`src/rtl/guard_reset_pkg.sv`:
```
package guard_reset_pkg;
  localparam int MAX_EXP   = 23;
  localparam int CAUSE_N   = 2;
  localparam int CAUSE_WD  = 0;
  localparam int CAUSE_CLK = 1;
  localparam logic [15:0] VEC_POWER = 16'hFFFE;
  localparam logic [15:0] VEC_CLK   = 16'hFFFC;
  localparam logic [15:0] VEC_WD    = 16'hFFFA;

  // rate code -> power-of-two exponent of the bus clock divisor (0 = off)
  function automatic int rate_exp(input logic [2:0] code);
    case (code)
      3'd1:    return 13;
      3'd2:    return 15;
      3'd3:    return 17;
      3'd4:    return 19;
      3'd5:    return 21;
      3'd6:    return 22;
      3'd7:    return 23;
      default: return 0;
    endcase
  endfunction
endpackage

```
`src/rtl/guard_key_tracker.sv`:
```
module guard_key_tracker #(
  parameter int          KEY_W    = 8,
  parameter logic [7:0]  KEY_ARM  = 8'h55,
  parameter logic [7:0]  KEY_FIRE = 8'hAA
) (
  input  logic             clk,
  input  logic             rst_n,
  input  logic             wr_i,
  input  logic [KEY_W-1:0] data_i,
  output logic             kick_o
);
  logic armed_q, armed_d;

  // next state: armed only by the first key, any other write disarms
  always_comb begin
    armed_d = armed_q;
    kick_o  = 1'b0;
    if (wr_i) begin
      if (data_i == KEY_W'(KEY_ARM)) begin
        armed_d = 1'b1;
      end else if (data_i == KEY_W'(KEY_FIRE) && armed_q) begin
        armed_d = 1'b0;
        kick_o  = 1'b1;
      end else begin
        armed_d = 1'b0;
      end
    end
  end

  always_ff @(posedge clk or negedge rst_n) begin
    if (!rst_n) armed_q <= 1'b0;
    else        armed_q <= armed_d;
  end
endmodule

```
`src/rtl/guard_wdog_counter.sv`:
```
module guard_wdog_counter
  import guard_reset_pkg::*;
#(
  parameter int SCALE_DROP = 0
) (
  input  logic       clk,
  input  logic       rst_n,
  input  logic [2:0] rate_i,
  input  logic       restart_i,
  output logic       expire_o
);
  localparam int CNT_W = MAX_EXP + 1 - SCALE_DROP;

  logic [CNT_W-1:0] cnt_q, cnt_d, limit_m1;
  logic             exp_q, exp_d;
  int               shamt;

  always_comb begin
    shamt    = (rate_i == 3'd0) ? 0 : (rate_exp(rate_i) - SCALE_DROP);
    limit_m1 = (CNT_W'(1) << shamt) - CNT_W'(1);
  end

  // next state: restart or disabled holds zero, terminal count wraps and fires
  always_comb begin
    cnt_d = cnt_q + CNT_W'(1);
    exp_d = 1'b0;
    if (restart_i || rate_i == 3'd0) begin
      cnt_d = '0;
    end else if (cnt_q == limit_m1) begin
      cnt_d = '0;
      exp_d = 1'b1;
    end
  end

  always_ff @(posedge clk or negedge rst_n) begin
    if (!rst_n) begin
      cnt_q <= '0;
      exp_q <= 1'b0;
    end else begin
      cnt_q <= cnt_d;
      exp_q <= exp_d;
    end
  end

  assign expire_o = exp_q;
endmodule

```
`src/rtl/guard_clk_loss.sv`:
```
module guard_clk_loss #(
  parameter int LOSS_LIMIT  = 64,
  parameter int SYNC_STAGES = 2
) (
  input  logic clk,
  input  logic rst_n,
  input  logic en_i,
  input  logic mon_i,
  output logic fail_o
);
  localparam int IW = $clog2(LOSS_LIMIT + 1);

  logic [SYNC_STAGES:0] sync_q;
  logic                 edge_seen;
  logic [IW-1:0]        idle_q, idle_d;
  logic                 fail_q, fail_d;

  // synchronizer chain plus one extra stage for transition detection
  genvar g;
  generate
    for (g = 0; g <= SYNC_STAGES; g++) begin : g_sync
      if (g == 0) begin : g_first
        always_ff @(posedge clk or negedge rst_n) begin
          if (!rst_n) sync_q[0] <= 1'b0;
          else        sync_q[0] <= mon_i;
        end
      end else begin : g_next
        always_ff @(posedge clk or negedge rst_n) begin
          if (!rst_n) sync_q[g] <= 1'b0;
          else        sync_q[g] <= sync_q[g-1];
        end
      end
    end
  endgenerate

  assign edge_seen = sync_q[SYNC_STAGES] ^ sync_q[SYNC_STAGES-1];

  // next state: idle run length saturates at the limit, one pulse on arrival
  always_comb begin
    idle_d = idle_q;
    fail_d = 1'b0;
    if (!en_i || edge_seen) begin
      idle_d = '0;
    end else if (idle_q != IW'(LOSS_LIMIT)) begin
      idle_d = idle_q + IW'(1);
      fail_d = (idle_q == IW'(LOSS_LIMIT - 1));
    end
  end

  always_ff @(posedge clk or negedge rst_n) begin
    if (!rst_n) begin
      idle_q <= '0;
      fail_q <= 1'b0;
    end else begin
      idle_q <= idle_d;
      fail_q <= fail_d;
    end
  end

  assign fail_o = fail_q;
endmodule

```
`src/rtl/guard_reset_unit.sv`:
```
module guard_reset_unit
  import guard_reset_pkg::*;
#(
  parameter int SCALE_DROP = 0,
  parameter int LOSS_LIMIT = 64
) (
  input  logic         clk,
  input  logic         rst_n,
  input  logic         mon_clk_i,
  input  logic         cfg_we_i,
  input  logic [7:0]   cfg_wdata_i,
  input  logic         svc_we_i,
  input  logic [7:0]   svc_wdata_i,
  output logic         wd_rst_o,
  output logic         cm_rst_o,
  output logic [CAUSE_N-1:0] cause_o,
  output logic [15:0]  vec_o
);
  localparam int MON_BIT = 7;

  // reset: asserted asynchronously, released on the clock
  logic [1:0] rsync_q;
  logic       rst_int_n;
  always_ff @(posedge clk or negedge rst_n) begin
    if (!rst_n) rsync_q <= 2'b00;
    else        rsync_q <= {rsync_q[0], 1'b1};
  end
  assign rst_int_n = rsync_q[1];

  // control register with explicit write enable
  logic       mon_en_q, mon_en_d;
  logic [2:0] rate_q, rate_d;
  always_comb begin
    mon_en_d = mon_en_q;
    rate_d   = rate_q;
    if (cfg_we_i) begin
      mon_en_d = cfg_wdata_i[MON_BIT];
      rate_d   = cfg_wdata_i[2:0];
    end
  end
  always_ff @(posedge clk or negedge rst_int_n) begin
    if (!rst_int_n) begin
      mon_en_q <= 1'b0;
      rate_q   <= 3'd0;
    end else begin
      mon_en_q <= mon_en_d;
      rate_q   <= rate_d;
    end
  end

  logic kick, wd_fire, cm_fire;

  guard_key_tracker u_key (
    .clk    (clk),
    .rst_n  (rst_int_n),
    .wr_i   (svc_we_i),
    .data_i (svc_wdata_i),
    .kick_o (kick)
  );

  guard_wdog_counter #(.SCALE_DROP(SCALE_DROP)) u_wdog (
    .clk       (clk),
    .rst_n     (rst_int_n),
    .rate_i    (rate_q),
    .restart_i (kick | cfg_we_i),
    .expire_o  (wd_fire)
  );

  guard_clk_loss #(.LOSS_LIMIT(LOSS_LIMIT), .SYNC_STAGES(2)) u_loss (
    .clk    (clk),
    .rst_n  (rst_int_n),
    .en_i   (mon_en_q),
    .mon_i  (mon_clk_i),
    .fail_o (cm_fire)
  );

  // sticky cause flags
  logic [CAUSE_N-1:0] cause_q, cause_d;
  always_comb begin
    cause_d = cause_q;
    if (wd_fire) cause_d[CAUSE_WD]  = 1'b1;
    if (cm_fire) cause_d[CAUSE_CLK] = 1'b1;
  end
  always_ff @(posedge clk or negedge rst_int_n) begin
    if (!rst_int_n) cause_q <= '0;
    else            cause_q <= cause_d;
  end

  // vector select, hardware failure ranks above software failure
  always_comb begin
    if (cause_q[CAUSE_CLK])     vec_o = VEC_CLK;
    else if (cause_q[CAUSE_WD]) vec_o = VEC_WD;
    else                        vec_o = VEC_POWER;
  end

  assign wd_rst_o = wd_fire;
  assign cm_rst_o = cm_fire;
  assign cause_o  = cause_q;
endmodule

```
`config.mk`:
```
export PLATFORM = sky130hd
export DESIGN_NAME = guard_reset_unit
export DESIGN_NICKNAME = d
export VERILOG_FILES = /design/src/rtl/guard_reset_pkg.sv /design/src/rtl/guard_key_tracker.sv /design/src/rtl/guard_wdog_counter.sv /design/src/rtl/guard_clk_loss.sv /design/src/rtl/guard_reset_unit.sv
export SDC_FILE = /design/constraint.sdc
export NUM_CORES = 1
export LEC_CHECK = 0
export BUFFER_PORTS_ARGS = -buffer_cell sky130_fd_sc_hd__buf_4
export CAP_MARGIN = 20
export CORE_MARGIN = 3
export CORE_UTILIZATION = 60
export DETAILED_ROUTE_END_ITERATION = 16
export PLACE_DENSITY = 0.84
export SKIP_LAST_GASP = 1
export SLEW_MARGIN = 30
export SYNTH_ARGS = -nofsm -noshare
export SYNTH_HDL_FRONTEND = slang
export SYNTH_HIERARCHICAL = 1
export SYNTH_SLANG_ARGS = --single-unit
export TNS_END_PERCENT = 10
```
`constraint.sdc`:
```
create_clock -name clk -period 2.6 [get_ports clk]
set_input_delay 0.13 -clock clk [delete_from_list [all_inputs] [get_ports clk]]
set_output_delay 0.13 -clock clk [all_outputs]
set_load 0.005 [all_outputs]
```
==> results of run 1 <==
-- timing repair --
| action | in CTS | in global routing |
|---|---|---|
| setup endpoints to repair | 0 | 23 |
| hold endpoints to repair | 3 | 0 |
| gates resized for setup | 0 | 3 |
| hold buffers | 2 | 0 |
-- flip-flops by register name (all words and copies together) (netlist names) --
signal and cells:
rate_q 3, u_wdog/cnt_q 24, mon_en_q 1, u_loss/fail_o 1
u_loss/idle_q 7, u_key/armed_q 1, u_loss/sync_q 3, u_wdog/expire_o 1
cause_o 2, rsync_q 2
-- cell families after synthesis --
kind of cell               Yosys count  synth area share [%]
adders and majority gates            4                  2.01
and+or+nand+nor                    114                  24.9
DFF                                 45                  45.2
other                                3                 0.452
muxes                                4                  1.81
AOI/OAI and AO/OA                   28                  7.34
xor gates and xnor gates            28                  9.85
buffers and inverters               33                  8.39
-- through the flow --
stage | cells | cell area, sq um | power [W]
after floorplan | 272 | 2540 | 0.000869
after global placement | 325 | 2640 | 0.000898
after detailed placement | 325 | 2640 | 0.000905
after CTS | 335 | 2760 | 0.00135
after global routing | 335 | 2780 | 0.00142
final | 335 | 2780 | 0.00135
-- per-layer routing --
metal | vias up | part of all wire, % | wire length (microns)
li1 | 915 | - | -
met1 | 908 | 44 | 2040
met2 | 58 | 49 | 2270
met3 | 5 | 5.9 | 272
met4 | 0 | 1.4 | 63
met5 | - | 0 | 0
-- worst reg2reg max path, delay by kind of cell (launching register included) --
kind,cells,cell delay (ns)
AND/OR/NAND/NOR,4,0.78
AO/OA/AOI/OAI,3,0.59
flip-flops,1,0.38
buffers and inverters,2,0.37
adder cells (fa/ha/maj),1,0.25
-- area by class of cell --
class                      count  area share [%]
multi-input combinational    194            43.9
sequential                    45            40.7
clock inverter                 2           0.496
inverter                       9            1.22
tap                           48            2.16
clock buffer                   6            2.97
timing repair buffer          31            8.56
-- where the power goes --
| group | leakage, nW | switching, W | internal (W) |
|---|---|---|---|
| clock network | 0.0512 | 0.000233 | 0.000215 |
| registers | 0.604 | 0.0000263 | 0.000717 |
| logic | 0.556 | 0.0000788 | 0.0000763 |
-- final timing paths --
kind | start | end | slack, ns
min in group asynchronous | rst_n | rsync_q[1]$_DFF_PN0_ | 0.14
worst min-delay path | cfg_wdata_i[2] | rate_q[2]$_DFFE_PN0P_ | 0.05
worst min register to register | rsync_q[1]$_DFF_PN0_ | u_loss/idle_q[0]$_DFFE_PN0P_ | 0.32
worst max-delay path | rate_q[2]$_DFFE_PN0P_ | u_wdog/cnt_q[11]$_DFF_PN0_ | 0.17
max in group asynchronous | rsync_q[1]$_DFF_PN0_ | u_wdog/cnt_q[12]$_DFF_PN0_ | 1.90
worst max register to register | rate_q[2]$_DFFE_PN0P_ | u_wdog/cnt_q[11]$_DFF_PN0_ | 0.17
-- layout by cell type, fill, tap and decap left out, types with 2 or more instances in the layout --
| cell type | instances |
|---|---|
| nor2b_1 | 6 |
| or2_1 | 3 |
| conb_1 | 16 |
| o21ai_0 | 9 |
| nor2_1 | 38 |
| a21oi_1 | 5 |
| clkbuf_8 | 6 |
| o22ai_1 | 2 |
| nand2_1 | 12 |
| nor3_1 | 3 |
| and2_1 | 2 |
| nor4_1 | 3 |
| dlygate4sd3_1 | 2 |
| xor2_1 | 11 |
| and4bb_1 | 4 |
| and4_1 | 3 |
| nand3_1 | 16 |
| dfrtp_1 | 44 |
| nor4b_1 | 3 |
| xnor2_1 | 17 |
| buf_4 | 29 |
| mux2_1 | 4 |
| nand4_1 | 8 |
| inv_1 | 9 |
| and3_1 | 2 |
| or3_1 | 5 |
| ha_1 | 3 |
==> results list, run 1 <==
- The run finished with clean final reports.
- The most used flip-flop cell after synthesis is dfrtp_1.
- Startpoint class of the critical path: flop
- Yosys attributes the largest share of cell area to dfrtp_1 (45%), xnor2_1 (6.0%), nor2_1 (5.7%).
- Post-synthesis area per instance: between 9 and 10 sq um
- In the routed design, unresolved DRC markers number 0.
- The netlist uses 45 different library cells.
- Cell Pwr Density: a little under 500 mW/mm^2
* Number of antenna violations at the first check in global routing: 0
- Maximum number of pins on one net before global-route repair: 44
* Global-route usage over all layers: a little over a fifth
- Number of global-route vias before repair: between 1.5k and 2k
* Slowest CP cell: or3_1
- Critical path required time: 2.83 ns
- For the final database, setup skew stands at roughly 0.0097 ns.
- For this block, the via count after detailed routing is about 1.9k.
* Ys async rst share: 100%
- Post-synthesis instance area: between 0.002 and 0.0025 sq mm
- Share of cells above drive strength 1: roughly 15%
- Post-route setup slack: between 0.15 and 0.2 ns
- Count of endpoints failing setup in the final report: 0
- Largest buffer count on any clock path: 2
- Clock transition at the register clock pins on the worst setup and hold paths after CTS: 0.08 ns
- OpenSTA, run right after detailed placement, puts the worst setup slack at 0.0983 ns.
- Across all hold checks on the routed design, the worst slack comes to slightly below 0.05 ns.
- Synthesized instance count: ~260
- Final critical-path share of the clock period: ~93%
* Post-CTS Setup Inserts: 0
- The tool flagged a number of max-cap violations equal to 0.
* Ordered cell list for the critical path: or3_1 -> ha_2 -> and2_1 -> a211oi_2 -> nor2_1 -> o311ai_2 -> buf_4 -> o21ai_2 -> buf_4 -> nor2b_1
- Clock insertion delay at the later pin of the skew report: 0.30 ns
- The hold violation count in the final report is 0.
* Area used by sequential logic in the layout: roughly 0.0011 sq mm
- Master cell of the clock root buffer: clkbuf_8
- The Yosys step of the flow raised 6 warnings.
- Initial core utilization: between 60% and 70%
- At the pin with the least slew margin, the transition time is ~0.54 ns.
* Seq cells post-synth: 45
* Placement row count: 22
- Most instantiated cells after synthesis: dfrtp_1 (45), nor2_1 (38), xnor2_1 (17)
- Fin util: between 70% and 80%
- CTS built an H-tree with a depth of 2.
- After synthesis, the largest area contributor takes up between 40% and 50% of total cell area.
- Starting DRC count in detailed routing: 133
* GR Util met1: 27.3%
* Antenna Nets Post-Route: 0
- dfrtp_1 takes more of the synthesized area than any other cell.
- Count of input and output buffers: 22
- Horizontal die dimension: 70.4 microns
- Detailed-route wire length: roughly 4600 microns
- Global-route congestion overflow total: 0
- Post-synth EDFFs: 0
- After global routing, the most crowded layer is met2.
- Measured against its own limit, the worst slew margin works out to approximately 64%.
- The first global-routing pass estimated around 8300 microns of wire.
- Measured in cells, the most critical reg-to-reg path has a length of 10.
* Clock period minus final worst setup slack: about 2.4 ns
- Critical path endpoint category: flop
- Cell type group with the largest total delay on the critical path: simple AND/OR/NAND/NOR gates
* Final-layout fill cell count: about 310
* Final total negative setup slack: 0 ns
- Critical path depth in cells: 10
* Worst-case vdd ir drop: approximately 0.34 mV
* Unrepaired setup endpoints after global routing: no
- Number of buffers added by the clock tree synthesis step: 5
- The final layout contains 311 nets.
- Clock net sink count: between 40 and 50
- Derived from the worst setup path, the maximum achievable clock frequency is 0.412 GHz.
- Routability-driven placement finished with a final weighted congestion of about 0.82.
* Number of slew-limit violations in the final report: 0
- The floorplan step defined a core boundary enclosing roughly 0.0038 sq mm.
- Summing the sequential cell areas from Yosys gives about 45% of the chip area.
- Most common cell in the netlist: dfrtp_1
- The min-delay analysis places its worst path in the category in -> reg.
- The analysis attributes to cell leakage a power of approximately 1.2 nW.
- Relative to the synthesized area, the layout overhead comes to 11.5%.
- between 40 and 50 I/O pins were placed.
* Wire per inst: between 10 and 15 microns
* Max incr delay on CP: about 0.42 ns
- Avg Vias per Cell: 5.63
- For this run, global-route usage on met2 was measured as between 30% and 40%.
- The multi-input combinational cells in the finished layout cover a total of ~0.0012 sq mm.
- Of all nets on the critical path, the largest fanout is 14.
* Die Y-Extent: between 70 and 80 microns
- The floorplan step defined a die boundary enclosing between 0.004 and 0.005 sq mm.
- Counting stages on the worst path, the most repeated cell is buf_4.
- Cells on Worst Hold Path: 2
* Antenna fix cells: 0
* Estimated wirelength of the detail-placed design: about 3400 microns
* GR Layer Usage met3: 5.18%
* Critical setup path kind: reg -> reg
* Worst Path Arrival: roughly 2.7 ns
- Together, buffers and inverters on the worst path number 2.
- TritonCTS built the clock tree.
- Pre-Repair DR Iteration Count: 4
No activity file was read; power rests on OpenSTA's default activity.
==> run 2, diff against run 1 <==
==> constraint.sdc (replaced) <==
create_clock -name clk -period 2.6 [get_ports clk]
set_input_delay 0.52 -clock clk [delete_from_list [all_inputs] [get_ports clk]]
set_output_delay 0.52 -clock clk [all_outputs]
set_load 0.005 [all_outputs]
==> run 2 against run 1 <==
- combinational power about the same
- critical endpoint is now u_wdog/cnt_q[4]$_DFF_PN0_
- design area up 0.90%
- non-clock buffer count unchanged
- wire length up 0.90%
- sequential share of layout area down 0.36 points
==> results list, run 2 (synthesis results as in run 1) <==
- The flow ran to the end, and the final reports show no timing, DRC or antenna violations.
* Routing usage on met2: 34.5% (+0.62 points)
- Area growth syn-to-layout: 12.5%
- Placement row count: 22 (unchanged)
- The area of the core was 0.00383 sq mm (unchanged).
- Clock transition at the register clock pins on the worst setup and hold paths after CTS: 0.09 ns (about the same)
- The cell sitting at the root of the clock tree is a clkbuf_8.
- Registers with the highest flip-flop counts: u_wdog/cnt_q: 24 flops, u_loss/idle_q: 7 flops
- Worst setup path startpoint: rate_q[2]$_DFFE_PN0P_
- GR Util met1: 29.2% (+1.9 points)
* Clock insertion delay at the later pin of the skew report: 0.30 ns (about the same)
- The number of nets in the final layout is 311 (unchanged).
- STA classifies the critical path endpoint as a flop.
- The hold violation count in the final report came to 0 (unchanged).
- The count of endpoints failing setup in the final report is 0 (unchanged).
- The worst setup path is of the reg -> reg kind.
- GR Layer Usage met3: 3.60% (-1.6 points)
- Reg with most FFs: u_wdog/cnt_q
* Largest buffer count on any clock path: 2 (unchanged)
- Worst hold path type: reg -> async
* Most used cells in the layout excluding fill and tap cells: dfrtp_1 (44), nor2_1 (38), buf_4 (29)
* Count of input and output buffers: 22 (unchanged)
* Switching power as a share of total power: 23.8% (-1.3 points)
- The total design power was 0.00143 W (+5.9%).
* Final total negative setup slack: 0 ns (unchanged)
- Global-route congestion overflow total: 0 (unchanged)
- Cell Pwr Density: 509 mW/mm^2 (+5.0%)
- The required time of the critical path was 2.79 ns (-0.04 ns).
* Initial core utilization: 65.1% (unchanged)
- The library cell used most frequently in the layout, excluding fill and tap cells, is dfrtp_1.
* Estimated wirelength of the detail-placed design: 3510 microns (+3.5%)
- Highest fanout seen on the critical path: 8 (-6)
- The fraction of final layout cells sized beyond drive strength 1 is 15.3% (unchanged).
- Number of vias in the routed layout: 1,877 (-0.48%)
- DRC violations left: 0 (unchanged)
- Internal: 0.00109 W (+7.8%)
* H-tree depth: 2 (unchanged)
- The maximum resistive drop on vdd was 0.458 mV (+35%).
- The average wire per cell in the routed design came to 14.0 microns (+0.90%).
* Avg Vias per Cell: 5.60 (-0.48%)
- Antenna fix cells: 0 (unchanged)
- Relative contribution of combinational cells to total power: 11.1% (-0.4 points)
- Startpoint class of the critical path: flop
- The measured slew at the worst slew-check pin was 0.537 ns (+0.00181 ns).
* Cell type group with the largest total delay on the critical path: simple AND/OR/NAND/NOR gates
- # Max-Cap Violations: 0 (unchanged)
- The post-route minimum period is 2.45 ns (+0.0189 ns).
- Max transition margin: 64.2% (-0.12 points)
- Flip-flop count of the largest register after layout: 24 (unchanged)
- Final critical-path share of the clock period: 94.2% (+0.73 points)
- Global-route usage over all layers: 21.6% (+0.70 points)
* Num ports: 41 (unchanged)
- The buffers plus inverters on the worst setup path is 1 (-1).
- The longest individual stage delay on the worst path is 0.41 ns (about the same).
- The pin count of the biggest net entering global routing was 44 (unchanged).
- The number of global-route vias before repair is 1,855 (+0.92%).
- The number of nets still failing antenna checks after routing is 0 (unchanged).
- After global routing, the most crowded layer is met2.
- The total length of routed wires came to 4690 microns (+0.90%).
- Horizontal die dimension: 70.4 microns (unchanged)
* Clock net sink count: 45 (unchanged)
- Static Leak: 1.22 nW (+0.84%)
- Floorplan die area: 0.00496 sq mm (unchanged)
- Setup repair after global routing left no endpoint under its margin.
- The global-route wire length before repair is 8580 microns (+3.1%).
* Proportion of power drawn by flip-flops and latches: 52.2% (-3.0 points)
- Pre-Repair DR Iteration Count: 4 (unchanged)
* Clock network power share: 36.7% (+3.4 points)
- Number of buffers added by the clock tree synthesis step: 5 (unchanged)
- Ordered cell list for the critical path: or3_1 -> ha_2 -> o32a_1 -> nor4_1 -> nand4b_1 -> o21ai_2 -> buf_4 -> nor2_1
- Number of slew-limit violations in the final report: 0 (unchanged)
- Max Fclk: 0.408 GHz (-0.77%)
* Number of antenna violations at the first check in global routing: 0 (unchanged)
- The global placer's final weighted congestion was 0.813 (-0.33%).
* Post-CTS Setup Inserts: 0 (unchanged)
- On the critical path, the stage with the largest delay is an instance of or3_1.
- Power dissipated by switching net loads: 0.000340 W (+0.49%)
* FF-to-FF Start: rate_q[2]$_DFFE_PN0P_
- Die Y-Extent: 70.4 microns (unchanged)
- Hold slack final: 0.316 ns (+0.268 ns)
* Clock tree from TritonCTS: yes
- The worst clock skew was 0.00967 ns (+0.0000212 ns).
* Starting DRC count in detailed routing: 135 (+1.5%)
- The signal arrival time at the worst endpoint came to 2.64 ns (-0.02 ns).
[run 2: cell types whose count changed in the layout (fill, tap and decap cells not counted)]
cell / change
dlygate4sd3_1: -1
inv_6: +1
clkinv_4: -1
clkbuf_8: -1
bufinv_16: +1
buf_12: +1
clkinv_2: -1
clkbuf_1: +1
[run 2: path summary, 6_finish.rpt]
path,end,slack (ns),cells after the start
hold / removal,u_loss/idle_q[2]$_DFFE_PN0P_,0.32,0
min in group clk,u_loss/sync_q[0]$_DFF_PN0_,0.32,1
setup reg to reg,u_wdog/cnt_q[4]$_DFF_PN0_,0.15,8
max in group asynchronous,u_wdog/cnt_q[9]$_DFF_PN0_,1.90,0
hold reg to reg,u_loss/idle_q[2]$_DFFE_PN0P_,0.32,0
setup / recovery,u_wdog/cnt_q[4]$_DFF_PN0_,0.15,8
[run 2: final cells by class]
class,count,area (sq um)
Multi-Input combinational cell,194,1220
Sequential cell,45,1130
Fill cell,295,1020
Timing Repair Buffer,31,248
Clock buffer,6,72.6
Tap cell,48,60.1
Clock inverter,2,38.8
Inverter,9,33.8
[run 2: per-stage QoR]
stage                     instances  worst slack [ns]  util [%]  cell area [sq um]
after floorplan                 272            0.0607         -               2540
after global placement          326             0.137      69.6               2660
after detailed placement        326             0.101      69.6               2660
after CTS                       335            0.0769      72.8               2780
after global routing            335            0.0122      73.2               2800
final                           335             0.152      73.2               2800
[run 2: what timing repair did]
item | in CTS | in global routing
endpoints found under the setup margin | 0 | 23
resized for setup | 0 | 3
hold endpoints to repair | 2 | 0
hold buffers | 1 | 0
[run 2: metal layers]
metal / part of all wire, % / wire, microns
met5: 0 / 0
met4: 1.6 / 73
met3: 5.7 / 267
met2: 50 / 2340
met1: 43 / 2000
[run 2: power by group through the flow]
| stage | clock network, W | logic (W) | registers, W |
|---|---|---|---|
| after detailed placement | 0 | 0.000152 | 0.000760 |
| after CTS | 0.000542 | 0.000154 | 0.000746 |
| after global routing | 0.000572 | 0.000178 | 0.000751 |
| after global placement | 0 | 0.000146 | 0.000758 |
| after floorplan | 0 | 0.000116 | 0.000753 |
| final | 0.000524 | 0.000158 | 0.000745 |
==> run 3, diff against run 2 <==
- CORE_UTILIZATION: 60 -> 51
- PLACE_DENSITY: 0.84 -> 0.76
- clock period: 2.6 -> 2.09 ns (I/O delays scaled with it)
==> run 3 against run 2 <==
- the flow now finishes with violations (negative setup slack)
- sequential share of layout area decreased by 2.0 points
- clock skew is 0.0048 ns lower
- global-route usage shrank 3.3 points
- hold slack worse by 0.093 ns
- wire length fell by 0.19%
- non-clock buffer count up 8
- sequential cell count unchanged
- design area grew 5.0%
- worst setup slack got worse by 0.34 ns
- critical path type unchanged
- highest routed layer unchanged
==> results list, run 3 (synthesis results as in run 1) <==
- The area of the core came to 0.00453 sq mm (+19%).
- Most used cells in the layout excluding fill and tap cells: dfrtp_1 (44), nor2_1 (35), buf_4 (34)
- Largest buffer count on any clock path: 2 (unchanged)
* Critical path endpoint category: flop
- The final cell count without fillers is 360 (+7.5%).
- The root buffer cell chosen for the clock tree is clkbuf_8.
- Final-layout fill cell count: 365 (+24%)
- Global-route congestion overflow total: 0 (unchanged)
- Startpoint class of the critical path: flop
- The detailed-placement wirelength estimate was 3270 microns (-6.9%).
* Area growth syn-to-layout: 18.1%
- Highest fanout seen on the critical path: 8 (unchanged)
- Leaving out fill and tap cells, the most frequent cell in the layout is dfrtp_1.
- Worst clock skew: 0.00492 ns (-0.00476 ns)
- Cell count of the worst reg-to-reg path: 10 (+2)
- The required time of the critical path came to 2.33 ns (-0.46 ns).
- The checks that failed: negative setup slack.
* H-tree depth: 2 (unchanged)
- Max Fclk: 0.440 GHz (+7.6%)
- The setup path with the least slack is of type reg -> reg.
- Worst slew pin tran: 0.522 ns (-0.0145 ns)
- The number of clock buffers inserted by TritonCTS is 5 (unchanged).
- DRC violations left: 0 (unchanged)
- The height of the chip is 75.9 microns (+7.7%).
- The number of global-route vias before repair came to 1,881 (+1.4%).
* Horizontal die dimension: 75.9 microns (+7.7%)
- Max transition margin: 65.2% (+0.97 points)
- Outcome: finished with violations
* Cell Pwr Density: 650 mW/mm^2 (+27%)
* Routability-driven placement congestion ratio: 0.772 (-5.1%)
- Clock transition at the register clock pins on the worst setup and hold paths after CTS: 0.08 ns (about the same)
- The global-route wire length before repair was 8050 microns (-6.2%).
* Detailed-route wire length: 4680 microns (-0.19%)
- Wire per inst: 13.0 microns (-7.1%)
* Worst Path Arrival: 2.51 ns (-0.13 ns)
* Avg Vias per Cell: 5.32 (-5.1%)
- The count of pins over their slew limit is 0 (unchanged).
* Pre-Repair DR Iteration Count: 4 (unchanged)
* Reg with most FFs: u_wdog/cnt_q
* Worst hold path type: in -> reg
* # Max-Cap Violations: 0 (unchanged)
- The die area came to 0.00576 sq mm (+16%).
* Antenna Nets Post-Route: 0 (unchanged)
- The fraction of final layout cells sized beyond drive strength 1 came to 19.7% (+4.3 points).
* Maximum number of pins on one net before global-route repair: 44 (unchanged)
- Registers with the highest flip-flop counts: u_wdog/cnt_q: 24 flops, u_loss/idle_q: 7 flops
- The number of inserted diodes was 0 (unchanged).
- Placement row count: 24 (+9.1%)
- The portion of the clock cycle consumed by the worst path in the final layout came to 109% (+15 points).
* Cells on Worst Hold Path: 1
- Count of endpoints failing setup in the final report: 24 (+24)
- The flip-flop count of the largest register after layout was 24 (unchanged).
* Clock period minus final worst setup slack: 2.27 ns (-0.174 ns)
- Number of placed instances, taps included: 349 (+7.1%)
* Number of vias in the routed layout: 1,915 (+2.0%)
* Clock tree from TritonCTS: yes
* Worst-case vdd ir drop: 0.391 mV (-15%)
- Setup repair after global routing could not meet its margin everywhere.
- Number of antenna violations at the first check in global routing: 0 (unchanged)
- Count of input and output buffers: 22 (unchanged)
- The overall track demand over capacity in global routing is 18.3% (-3.3 points).
* Clock insertion delay at the later pin of the skew report: 0.30 ns (about the same)
- The static leakage came to 1.28 nW (+4.7%).
* Initial core utilization: 54.9% (-10 points)
- Num ports: 41 (unchanged)
- Starting DRC count in detailed routing: 132 (-2.2%)
- Setup Slack @ Placement: -0.262 ns (-0.363 ns)
* Total Nets Final: 319 (+2.6%)
- Post-route setup slack: -0.184 ns (-0.336 ns)
- Hold Vio Cnt, Final: 0 (unchanged)
* Clock net sink count: 45 (unchanged)
## run 3: changes by cell type in the layout (fill, tap and decap cells not counted), sizes merged
| cell | previous run | this run |
|---|---|---|
| bufinv | 1 | 2 |
| clkbuf | 6 | 5 |
| buf | 30 | 38 |
| inv | 10 | 9 |
| clkinv | 0 | 1 |
## run 3: worst paths after layout
check                                       from                    endpoint  slack, ns
setup / recovery           rate_q[2]$_DFFE_PN0P_  u_wdog/cnt_q[14]$_DFF_PN0_      -0.18
hold / removal                         mon_clk_i  u_loss/sync_q[0]$_DFF_PN0_       0.22
min in group asynchronous   rsync_q[1]$_DFF_PN0_  u_loss/sync_q[2]$_DFF_PN0_       0.33
hold reg to reg             rsync_q[1]$_DFF_PN0_  u_loss/sync_q[2]$_DFF_PN0_       0.33
max in group asynchronous   rsync_q[1]$_DFF_PN0_   u_wdog/expire_o$_DFF_PN0_       1.41
setup reg to reg           rate_q[2]$_DFFE_PN0P_  u_wdog/cnt_q[14]$_DFF_PN0_      -0.18
## run 3: layout make-up
cell class	count	area, sq um	share of cell area, %
Inverter	9	33.8	1.15
Sequential cell	45	1130	38.3
Multi-Input combinational cell	194	1250	42.6
Timing Repair Buffer	39	310	10.6
Tap cell	65	81.3	2.77
Clock inverter	3	65.1	2.21
Clock buffer	5	68.8	2.34
## run 3: what timing repair did
| item | in CTS | in global routing |
|---|---|---|
| hold endpoints to repair | 2 | 0 |
| buffers inserted | 0 | 1 |
| cloned | 1 | 0 |
| hold buffers | 1 | 0 |
| setup endpoints to repair | 24 | 24 |
| pin swaps | 7 | 6 |
| resized for setup | 10 | 4 |
## run 3: power by group
part           switching [W]  internal (W)  leakage [nW]  total, W
clock               0.000293      0.000475        0.0681  0.000768
combinational       0.000118      0.000113         0.606  0.000231
sequential         0.0000191      0.000892         0.604  0.000911
total               0.000430       0.00148          1.28   0.00191
## run 3: worst max-delay path, cell delays in order, from the launching register on
cell and delay (ns):
dfrtp_1 0.39, or3_4 0.41, ha_4 0.19, and2_1 0.15
a211oi_2 0.22, nor2_1 0.07, o311ai_1 0.26, buf_4 0.19
o21ai_4 0.09, buf_6 0.16, nor2_1 0.10
## run 3: metrics by stage
step,util (%),hold slack [ns],setup TNS (ns),power (W),cell area (sq um)
2_1_floorplan,-,0.122,0,0.00108,2540
3_3_place_gp,60.0,0.202,-4.68,0.00113,2720
3_5_place_dp,60.0,0.203,-5.07,0.00113,2720
4_1_cts,64.3,0.213,-4.93,0.00191,2920
5_1_grt,64.8,0.207,-7.40,0.00200,2940
6_report,64.8,0.223,-3.99,0.00191,2940
## run 3: routing by layer
metal | global-route usage, % | share of wire [%] | routed length, microns | vias to the layer above
met2 | 31.1 | 49 | 2270 | 56
met4 | 4.85 | 1.1 | 53 | 0
met3 | 4.35 | 5.2 | 245 | 8
met1 | 23.3 | 45 | 2100 | 915
met5 | 0 | 0 | 0 | -
li1 | - | - | - | 936
